===== src/rtl/adcif_pkg.sv =====
package adcif_pkg;

  localparam logic [4:0] ADDR_PREFIX_DEF = 5'b10010;
  localparam logic [4:0] MCODE_PREFIX    = 5'b00001;

  typedef enum logic [2:0] {
    ST_IDLE,
    ST_ADDR,
    ST_ACKA,
    ST_CMD,
    ST_ACKC,
    ST_TX,
    ST_TXA,
    ST_IGN
  } eng_state_e;

endpackage


===== src/rtl/adcif_line_filter.sv =====
module adcif_line_filter #(
  parameter int FILT_LEN = 3
) (
  input  logic clk,
  input  logic rst,
  input  logic din,
  output logic dout
);
  localparam int CW = $clog2(FILT_LEN + 1);
  localparam logic [CW-1:0] LAST = CW'(FILT_LEN - 1);

  logic          s1, s2;
  logic [CW-1:0] cnt;

  always_ff @(posedge clk) begin
    if (rst) begin
      s1   <= 1'b1;
      s2   <= 1'b1;
      dout <= 1'b1;
      cnt  <= '0;
    end else begin
      s1 <= din;
      s2 <= s1;
      if (s2 != dout) begin
        if (cnt == LAST) begin
          dout <= s2;
          cnt  <= '0;
        end else begin
          cnt <= cnt + 1'b1;
        end
      end else begin
        cnt <= '0;
      end
    end
  end

endmodule


===== src/rtl/adcif_cond_detect.sv =====
module adcif_cond_detect (
  input  logic clk,
  input  logic rst,
  input  logic scl,
  input  logic sda,
  output logic scl_rise,
  output logic scl_fall,
  output logic start_ev,
  output logic stop_ev
);
  logic scl_q, sda_q;

  always_ff @(posedge clk) begin
    if (rst) begin
      scl_q <= 1'b1;
      sda_q <= 1'b1;
    end else begin
      scl_q <= scl;
      sda_q <= sda;
    end
  end

  always_comb begin
    scl_rise = scl & ~scl_q;
    scl_fall = ~scl & scl_q;
    start_ev = scl & scl_q & sda_q & ~sda;
    stop_ev  = scl & scl_q & ~sda_q & sda;
  end

endmodule


===== src/rtl/adcif_engine.sv =====
module adcif_engine
  import adcif_pkg::*;
#(
  parameter int         RES_W  = 12,
  parameter logic [4:0] PREFIX = ADDR_PREFIX_DEF
) (
  input  logic             clk,
  input  logic             rst,
  input  logic             scl_rise,
  input  logic             scl_fall,
  input  logic             sda_f,
  input  logic             start_ev,
  input  logic             stop_ev,
  input  logic [1:0]       strap,
  input  logic             conv_done,
  input  logic [RES_W-1:0] conv_data,
  output logic             sda_oe,
  output logic             scl_hold,
  output logic             conv_start,
  output logic [3:0]       conv_sel,
  output logic [1:0]       conv_pd,
  output logic             hs_mode
);
  localparam int HI_W   = RES_W - 8;
  localparam int LO_PAD = 8 - HI_W;

  eng_state_e       state;
  logic [7:0]       sh;
  logic [3:0]       cnt;
  logic             rw, ack_in, byte_sel, pending;
  logic [RES_W-1:0] res;
  logic [7:0]       tx;
  logic [7:0]       hi_byte, lo_byte, next_tx;
  logic             addr_hit, mcode;

  always_comb begin
    hi_byte  = {{LO_PAD{1'b0}}, res[RES_W-1:8]};
    lo_byte  = res[7:0];
    next_tx  = byte_sel ? hi_byte : lo_byte;
    addr_hit = (sh[7:3] == PREFIX) && (sh[2:1] == strap);
    mcode    = (sh[7:3] == MCODE_PREFIX);
  end

  always_ff @(posedge clk) begin
    if (rst) begin
      state      <= ST_IDLE;
      sh         <= '0;
      cnt        <= '0;
      rw         <= 1'b0;
      ack_in     <= 1'b0;
      byte_sel   <= 1'b0;
      pending    <= 1'b0;
      res        <= '0;
      tx         <= '0;
      sda_oe     <= 1'b0;
      scl_hold   <= 1'b0;
      conv_start <= 1'b0;
      conv_sel   <= '0;
      conv_pd    <= '0;
      hs_mode    <= 1'b0;
    end else begin
      conv_start <= 1'b0;
      if (conv_done) begin
        res     <= conv_data;
        pending <= 1'b0;
      end
      if (scl_hold && !pending) scl_hold <= 1'b0;

      if (start_ev) begin
        state    <= ST_ADDR;
        cnt      <= '0;
        sda_oe   <= 1'b0;
        scl_hold <= 1'b0;
      end else if (stop_ev) begin
        state    <= ST_IDLE;
        sda_oe   <= 1'b0;
        scl_hold <= 1'b0;
        hs_mode  <= 1'b0;
      end else begin
        case (state)
          ST_ADDR: begin
            if (scl_rise) begin
              sh  <= {sh[6:0], sda_f};
              cnt <= cnt + 4'd1;
            end else if (scl_fall && cnt == 4'd8) begin
              if (!hs_mode && mcode) begin
                hs_mode <= 1'b1;
                state   <= ST_IGN;
              end else if (addr_hit) begin
                rw     <= sh[0];
                sda_oe <= 1'b1;
                state  <= ST_ACKA;
                if (sh[0] && hs_mode && pending) scl_hold <= 1'b1;
              end else begin
                state <= ST_IGN;
              end
            end
          end
          ST_ACKA: begin
            if (scl_fall) begin
              cnt <= '0;
              if (rw) begin
                state    <= ST_TX;
                tx       <= hi_byte;
                sda_oe   <= ~hi_byte[7];
                byte_sel <= 1'b0;
              end else begin
                state  <= ST_CMD;
                sda_oe <= 1'b0;
              end
            end
          end
          ST_CMD: begin
            if (scl_rise) begin
              sh  <= {sh[6:0], sda_f};
              cnt <= cnt + 4'd1;
              if (cnt == 4'd3) begin
                conv_start <= 1'b1;
                pending    <= 1'b1;
                conv_sel   <= {sh[2:0], sda_f};
              end
            end else if (scl_fall && cnt == 4'd8) begin
              conv_pd <= sh[3:2];
              sda_oe  <= 1'b1;
              state   <= ST_ACKC;
            end
          end
          ST_ACKC: begin
            if (scl_fall) begin
              sda_oe <= 1'b0;
              cnt    <= '0;
              state  <= ST_CMD;
            end
          end
          ST_TX: begin
            if (scl_rise) begin
              cnt <= cnt + 4'd1;
            end else if (scl_fall) begin
              if (cnt == 4'd8) begin
                sda_oe <= 1'b0;
                state  <= ST_TXA;
              end else begin
                tx     <= {tx[6:0], 1'b0};
                sda_oe <= ~tx[6];
              end
            end
          end
          ST_TXA: begin
            if (scl_rise) begin
              ack_in <= ~sda_f;
            end else if (scl_fall) begin
              cnt <= '0;
              if (ack_in) begin
                state    <= ST_TX;
                byte_sel <= ~byte_sel;
                tx       <= next_tx;
                sda_oe   <= ~next_tx[7];
              end else begin
                state <= ST_IGN;
              end
            end
          end
          default: ;
        endcase
      end
    end
  end

  assert_silent_when_ignoring_R5: assert property (@(posedge clk) disable iff (rst)
    (state == ST_IGN) |-> !sda_oe)
    else $error("SDA driven while ignoring traffic");

  assert_request_single_cycle_R6: assert property (@(posedge clk) disable iff (rst)
    conv_start |=> !conv_start)
    else $error("conversion request longer than one cycle");

  assert_hold_only_in_hs_R11: assert property (@(posedge clk) disable iff (rst)
    scl_hold |-> hs_mode)
    else $error("SCL held outside high-speed mode");

  assert_hs_exit_on_stop_R12: assert property (@(posedge clk) disable iff (rst)
    $fell(hs_mode) |-> $past(stop_ev))
    else $error("high-speed mode left without a Stop");

endmodule


===== src/rtl/adcif_front.sv =====
module adcif_front
  import adcif_pkg::*;
#(
  parameter int         FILT_LEN = 3,
  parameter int         RES_W    = 12,
  parameter logic [4:0] PREFIX   = ADDR_PREFIX_DEF
) (
  input  logic             clk,
  input  logic             rst,
  input  logic             scl_in,
  input  logic             sda_in,
  input  logic [1:0]       strap_in,
  input  logic             conv_done,
  input  logic [RES_W-1:0] conv_data,
  output logic             sda_oe,
  output logic             scl_hold,
  output logic             conv_start,
  output logic [3:0]       conv_sel,
  output logic [1:0]       conv_pd,
  output logic             hs_mode
);
  localparam int NLINES = 2;

  logic [NLINES-1:0] raw, filt;
  logic              scl_rise, scl_fall, start_ev, stop_ev;
  logic [1:0]        strap_q;

  assign raw = {scl_in, sda_in};

  generate
    for (genvar i = 0; i < NLINES; i++) begin : g_line
      adcif_line_filter #(.FILT_LEN(FILT_LEN)) u_filt (
        .clk  (clk),
        .rst  (rst),
        .din  (raw[i]),
        .dout (filt[i])
      );
    end
  endgenerate

  adcif_cond_detect u_cond (
    .clk      (clk),
    .rst      (rst),
    .scl      (filt[1]),
    .sda      (filt[0]),
    .scl_rise (scl_rise),
    .scl_fall (scl_fall),
    .start_ev (start_ev),
    .stop_ev  (stop_ev)
  );

  always_ff @(posedge clk) begin
    if (rst) strap_q <= strap_in;
  end

  assert_strap_frozen_R4: assert property (@(posedge clk) disable iff (rst)
    !$past(rst) |-> $stable(strap_q))
    else $error("strap latch changed outside reset");

  adcif_engine #(.RES_W(RES_W), .PREFIX(PREFIX)) u_eng (
    .clk        (clk),
    .rst        (rst),
    .scl_rise   (scl_rise),
    .scl_fall   (scl_fall),
    .sda_f      (filt[0]),
    .start_ev   (start_ev),
    .stop_ev    (stop_ev),
    .strap      (strap_q),
    .conv_done  (conv_done),
    .conv_data  (conv_data),
    .sda_oe     (sda_oe),
    .scl_hold   (scl_hold),
    .conv_start (conv_start),
    .conv_sel   (conv_sel),
    .conv_pd    (conv_pd),
    .hs_mode    (hs_mode)
  );

endmodule


===== config.mk =====
export PLATFORM = sky130hd
export DESIGN_NAME = adcif_front
export DESIGN_NICKNAME = d
export VERILOG_FILES = /design/src/rtl/adcif_pkg.sv /design/src/rtl/adcif_line_filter.sv /design/src/rtl/adcif_cond_detect.sv /design/src/rtl/adcif_engine.sv /design/src/rtl/adcif_front.sv
export SDC_FILE = /design/constraint.sdc
export NUM_CORES = 1
export LEC_CHECK = 0
export BUFFER_PORTS_ARGS = -buffer_cell sky130_fd_sc_hd__buf_4
export CAP_MARGIN = 20
export CORE_MARGIN = 2
export CORE_UTILIZATION = 40
export DETAILED_ROUTE_END_ITERATION = 6
export PLACE_DENSITY = 0.61
export SYNTH_ARGS = -nofsm -noshare
export SYNTH_HDL_FRONTEND = slang
export SYNTH_HIERARCHICAL = 1
export SYNTH_SLANG_ARGS = --single-unit

===== constraint.sdc =====
create_clock -name clk -period 4.9 [get_ports clk]
set_clock_uncertainty 0.05 [all_clocks]
set_input_delay 0.735 -clock clk [delete_from_list [all_inputs] [get_ports clk]]
set_output_delay 0.735 -clock clk [all_outputs]
set_load 0.01 [all_outputs]

* Yosys cells after proc, flatten, opt, wreduce, memory -nomap -nowiden
Cells that the tools add are included.
** Cells by class
- Bitwise operators :: 21
- Add/subtract/negate cells :: 3
- Reduce and logical (&&, ||, !) cells :: 38
- Equal/unequal tests :: 44
- Mux-type cells :: 73
** Operators by type and width (number)
- 7-bit two-way mux :: 8
- 3-bit two-way mux :: 14
- 1-bit two-way mux :: 41
- 4-bit by 3-bit != test with 1-bit output (second input constant) :: 7
- 2-bit by 1-bit != test with 1-bit output (second input constant) :: 12
- 12-bit AND reduction :: 2
- 7-bit one-hot mux with 3 select lines :: 1
- 3-bit one-hot mux with 6 select lines :: 1
- 4-bit != test (second input constant) :: 4
- 5-bit AND reduction :: 3
- 1-bit inverter :: 14
- 14-bit AND reduction :: 1
- 4-bit two-way mux :: 3
- 2-bit != test (second input constant) :: 6
- 4-bit one-hot mux with 3 select lines :: 1
- 4-bit AND reduction :: 3
- 3-bit OR reduction :: 4
- 11-bit AND reduction :: 1
- 3-bit == test (second input constant) :: 3
- 8-bit two-way mux :: 1
- 8-bit AND reduction :: 1
- 2-bit nonzero test :: 4
- 8-bit nonzero test :: 1
- 1-bit AND :: 7
- 22 further kinds :: 36
** Storage, ports and cells
- Logic and storage cells :: 206
- Bits of input ports :: 19
- Output and inout port bits :: 10
- Register bits after elaboration :: 62

* Depth between registers and ports, before layout
- Depth after elaboration :: 9
- Depth in mapped cells :: 9
- Mapped depth without buffers :: 7

* By module
The synthesis kept the hierarchy.
** By module, submodules not included
- adcif_engine :: area each 2401.1 µm², cells each 266, times used 1, sequential area each 960.9 µm²
- adcif_line_filter :: area each 166.4 µm², cells each 14, times used 2, sequential area each 100.1 µm²
- adcif_cond_detect :: area each 85.1 µm², cells each 8, times used 1, sequential area each 40.0 µm²
- adcif_front :: area each 60.1 µm², cells each 2, times used 1, sequential area each 60.1 µm²

* Worst setup path after synthesis
Ideal clock, no wire load.
- Path type :: register -> register
- Start :: reg u_cond.scl_q
- End :: reg u_eng.tx[4]
- Setup time :: 134 ps
- Path slack :: 2987 ps
- Data required time :: 4716 ps
- Arrival :: 1729 ps
- Stages on the path, launching flop included :: 8
- Cell sequence :: dfxtp_1 -> nor2b_1 -> nor3b_1 -> a2111oi_4 -> nand4b_2 -> buf_2 -> a221oi_1 -> a211oi_1
** RTL lines
- from (decl) :: RTL line adcif_cond_detect.sv:11 : logic scl_q, sda_q;
- from (signal assigned) :: RTL line adcif_cond_detect.sv:18 : scl_q <= scl;
- 1-bit AND * :: RTL line adcif_cond_detect.sv:25 : scl_fall = ~scl & scl_q;
- net scl_fall :: RTL line adcif_front.sv:25 : logic scl_rise, scl_fall, start_ev, stop_ev;
- 2-bit by 1-bit != test with 1-bit output (no line)
- 11-bit AND reduction (no line) *
- to (signal assigned) :: RTL line adcif_engine.sv:104 : tx <= hi_byte;
- to (signal assigned) :: RTL line adcif_engine.sv:143 : tx <= {tx[6:0], 1'b0};
- to (signal assigned) :: RTL line adcif_engine.sv:156 : tx <= next_tx;
- to (decl) :: RTL line adcif_engine.sv:32 : logic [7:0] tx;
The timed path passes the listed nets; every way through them passes the cells marked *.
A chain may end at the register's enable or synchronous reset.

* Worst setup path after layout
- Start :: reg u_eng.state[0]
- End :: reg u_eng.tx[0]
** Between the ends
- Cells in the longest elaborated chain, start to end :: 3
** RTL lines
- from (decl) :: RTL line adcif_engine.sv:27 : eng_state_e state;
- from (signal assigned) :: RTL line adcif_engine.sv:46 : state <= ST_IDLE;
- from (signal assigned) :: RTL line adcif_engine.sv:70 : state <= ST_ADDR;
- from (signal assigned) :: RTL line adcif_engine.sv:75 : state <= ST_IDLE;
- 3-bit == test / 3-bit by 2-bit == test with 1-bit output (equally long branches) :: RTL line adcif_engine.sv:80 : case (state)
- 2-bit != test (no line) (tied with other cells)
- 11-bit AND reduction (no line)
Parallel ways exist; a longest one is shown, timed or not.

==> flow_summary.toml <==
[pwr]
seq_power_share_pct = 42.1
p_sw_uw = 470
power.density_nw_per_um2 = 442
p_clk_share_pct = 32.6
power.leakage_nw = 1.29
comb_power_share_pct = 25.2
ir_worst_vdd_mv = 0.203
swShare_pct = 31.7
p_int_mw = 1.01

[finish]
antenna-diode-count = 0
area_growth_pct = 16.6
final_layout_size_suffix_gt1_share_pct = 17.5
nets = 350
design_area_um2 = 3360
final_core_util_pct = 48.9

[timing]
drv_slew = 0
tightest_slew_ns = 0.759
rsz0062_at_grt = "false"
max-slew-margin-rel_pct = 49.3
hold_viol = 0
finalSetupViolCount = 0
tns_ns = 0
min_period_over_period_pct = 50.9
whs_ns = 0.361
post-route-min-period_ns = 2.50
fmaxAchievable_mhz = 401

[floorplanning]
die_y_um = 88.8
fp.dieArea_um2 = 7890
top_level_ports = 29
initial_utilization_pct = 41.9
core-area_um2 = 6870
rows = 30
die_w_um = 88.8

[cts]
cts_setup_buffers = 0
clk_latency_ns = 0.34
cts.root.buffer_cell = "clkbuf_8"
ctsHoldBuffers = 0
clkTransAtPathRegs_ns = 0.07
cts_buffers = 9
clockBufferDepth = 2
cts_tree = "yes"
cts_sinks = 62
htree_levels = 3
cts_resized = 0

[placed_design]
globalplace.congestion = 0.850
placed_area_um2 = 3140
hpwl_um = 3950
numPortBuffers = 28

[worst_setup_path]
critPathLaunch = "u_eng/state[0]"
end_kind = "flip-flop"
critPathKind = "flip-flop to flip-flop"
critPathTopFamily = "simple AND/OR/NAND/NOR gates"
arrival_ns = 2.71
path_buf_inv = 0
crit_path_start_kind = "flip-flop"
cpMostUsedCell = "a21oi_1"
reg2reg_from = "u_eng/state[0]"
crit_path_max_fanout = 22
slowest_stage = "dfxtp_1"
slowest_delay_ns = 0.82
worstPathCellList = "and3b_1 -> a21oi_1 -> nand4b_2 -> or3_1 -> a21oi_1"
worstPathRequired_ns = 5.11

[logic_synthesis]
ys_seq_elements = 62
yosys.cell_count.top_type = "dfxtp_1"
syn-num-nets = 328
synth_ff_type = "dfxtp_1"
ys_warn_count = 6
synth.top_cell.area_share_pct = 41.7
yosysTopAreaCell = "dfxtp_1"
synthDistinctLibCells = 56
postSynthCellCount = 304
synth_edf_count = 2
synthTopCellsByArea = "dfxtp_1 42%, mux2i_1 12%, nor2_1 5.1%, nand2_1 2.2%, ha_1 2.2%"
yosys-top-cells-count = "60 x dfxtp_1, 39 x nor2_1, 34 x mux2i_1, 17 x nand2_1"
syn_area_um2 = 2880
syn_avg_cell_area_um2 = 9.47
async_reset_ff_share_pct = 0
ys_seq_area_share_pct = 43.8

[global_route]
grt_pass1_vias = 1959
grt_max_degree = 59
grt_pass1_wl_um = 9890
grt_overflow = 0
antenna_found_initial = 0
grt_use_total_pct = 16.5

[routing]
wl_per_cell_um = 13.6
drt_iter0_drc = 199
drc_errors = 0
avgViaCountPerCell = 5.16
drt-total-wl_um = 5810
vias = 2203
ant_nets = 0
firstDrtPassIters = 4

[hold_path]
min-delay-start = "g_line[0].u_filt/s1"
hp-class = "flip-flop to flip-flop"

[run_status]
status = "complete, no violations"

[run]
max-cap-violations = 0
==> area by class of cell <==
cell class | count | area (um^2)
inverters | 12 | 45.0
fillers | 646 | 3510
repair buffers | 29 | 218
multi-input cells | 212 | 1500
clock buffers | 10 | 128
well taps | 96 | 120
clock inverters | 6 | 86.3
flip-flops and latches | 62 | 1260
==> placed cells by master, fill, tap and decap left out, types with 4 or more instances in the layout <==
cell      instances
a21oi_1          10
or2_2             5
clkbuf_8          9
ha_1              5
o21ai_0           6
dfxtp_1          60
buf_4            29
nor3_1            5
nor2_1           39
a211oi_1          5
nor2b_1           8
nand2_1          17
xnor2_1           7
a211o_1           4
nand2b_1          4
inv_1            12
mux2i_1          34
nor4_1            5
==> worst reg2reg max path, stage by stage (launching register included) <==
cell and delay (ns):
dfxtp_1 0.82, and3b_1 0.42, a21oi_1 0.13, nand4b_2 0.42
or3_1 0.45, a21oi_1 0.13
==> sequential cells by signal, summed over array words and instances (netlist names) <==
register            flops
u_eng/conv_sel          4
u_eng/rw                1
u_eng/tx                7
u_eng/hs_mode           1
g_line.u_filt/s2        2
u_cond/scl_q            1
u_eng/sda_oe            1
u_eng/conv_pd           2
u_eng/conv_start        1
u_eng/cnt               4
strap_q                 2
u_eng/scl_hold          1
g_line.u_filt/cnt       4
u_eng/pending           1
u_eng/state             3
u_eng/ack_in            1
g_line.u_filt/s1        2
g_line.u_filt/dout      2
u_eng/sh                8
u_cond/sda_q            1
u_eng/res              12
u_eng/byte_sel          1
==> kinds of logic (layout without fill, tap and decap cells) <==
logic type / Yosys count / after routing / share of synthesized area [%]
adders and majority gates: 5 / 5 / 2.17
xor gates and xnor gates: 7 / 7 / 2.13
AOI/OAI and AO/OA: 50 / 50 / 13.8
muxes: 34 / 34 / 11.8
buffers and inverters: 30 / 57 / 4.30
and+or+nand+nor: 116 / 116 / 21.9
DFF: 62 / 62 / 43.8
==> power groups by stage <==
stage          clock (mW)  sequential (mW)  combinational (mW)
6_report            0.484            0.625               0.374
3_3_place_gp            0            0.634               0.365
4_1_cts             0.497            0.623               0.373
3_5_place_dp            0            0.633               0.371
5_1_grt             0.523            0.634               0.413
2_1_floorplan           0            0.584               0.349
==> through the flow <==
stage	setup WS, ns	total power, mW	cells
CTS	2.40	1.49	427
floorplan	2.99	0.933	304
global route	2.21	1.57	427
global placement	2.52	0.998	411
finish	2.40	1.48	427
detailed placement	2.45	1.00	411
==> final timing paths <==
| kind | end | slack, ns | depth (start not counted) |
|---|---|---|---|
| worst min-delay path | g_line[0].u_filt/s2 | 0.36 | 1 |
| worst min register to register | g_line[0].u_filt/s2 | 0.36 | 1 |
| worst max register to register | u_eng/tx[0] | 2.40 | 5 |
| worst max-delay path | u_eng/tx[0] | 2.40 | 5 |
==> metal layers <==
layer  vias up  global-route usage [%]  wire length (um)
met5         -                       0                 0
met4         0                    5.79                76
met3         7                    5.78               231
met2        38                    22.6              2570
met1      1022                    23.8              2920
li1       1136                       -                 -
(Power assumes the default switching activity.)
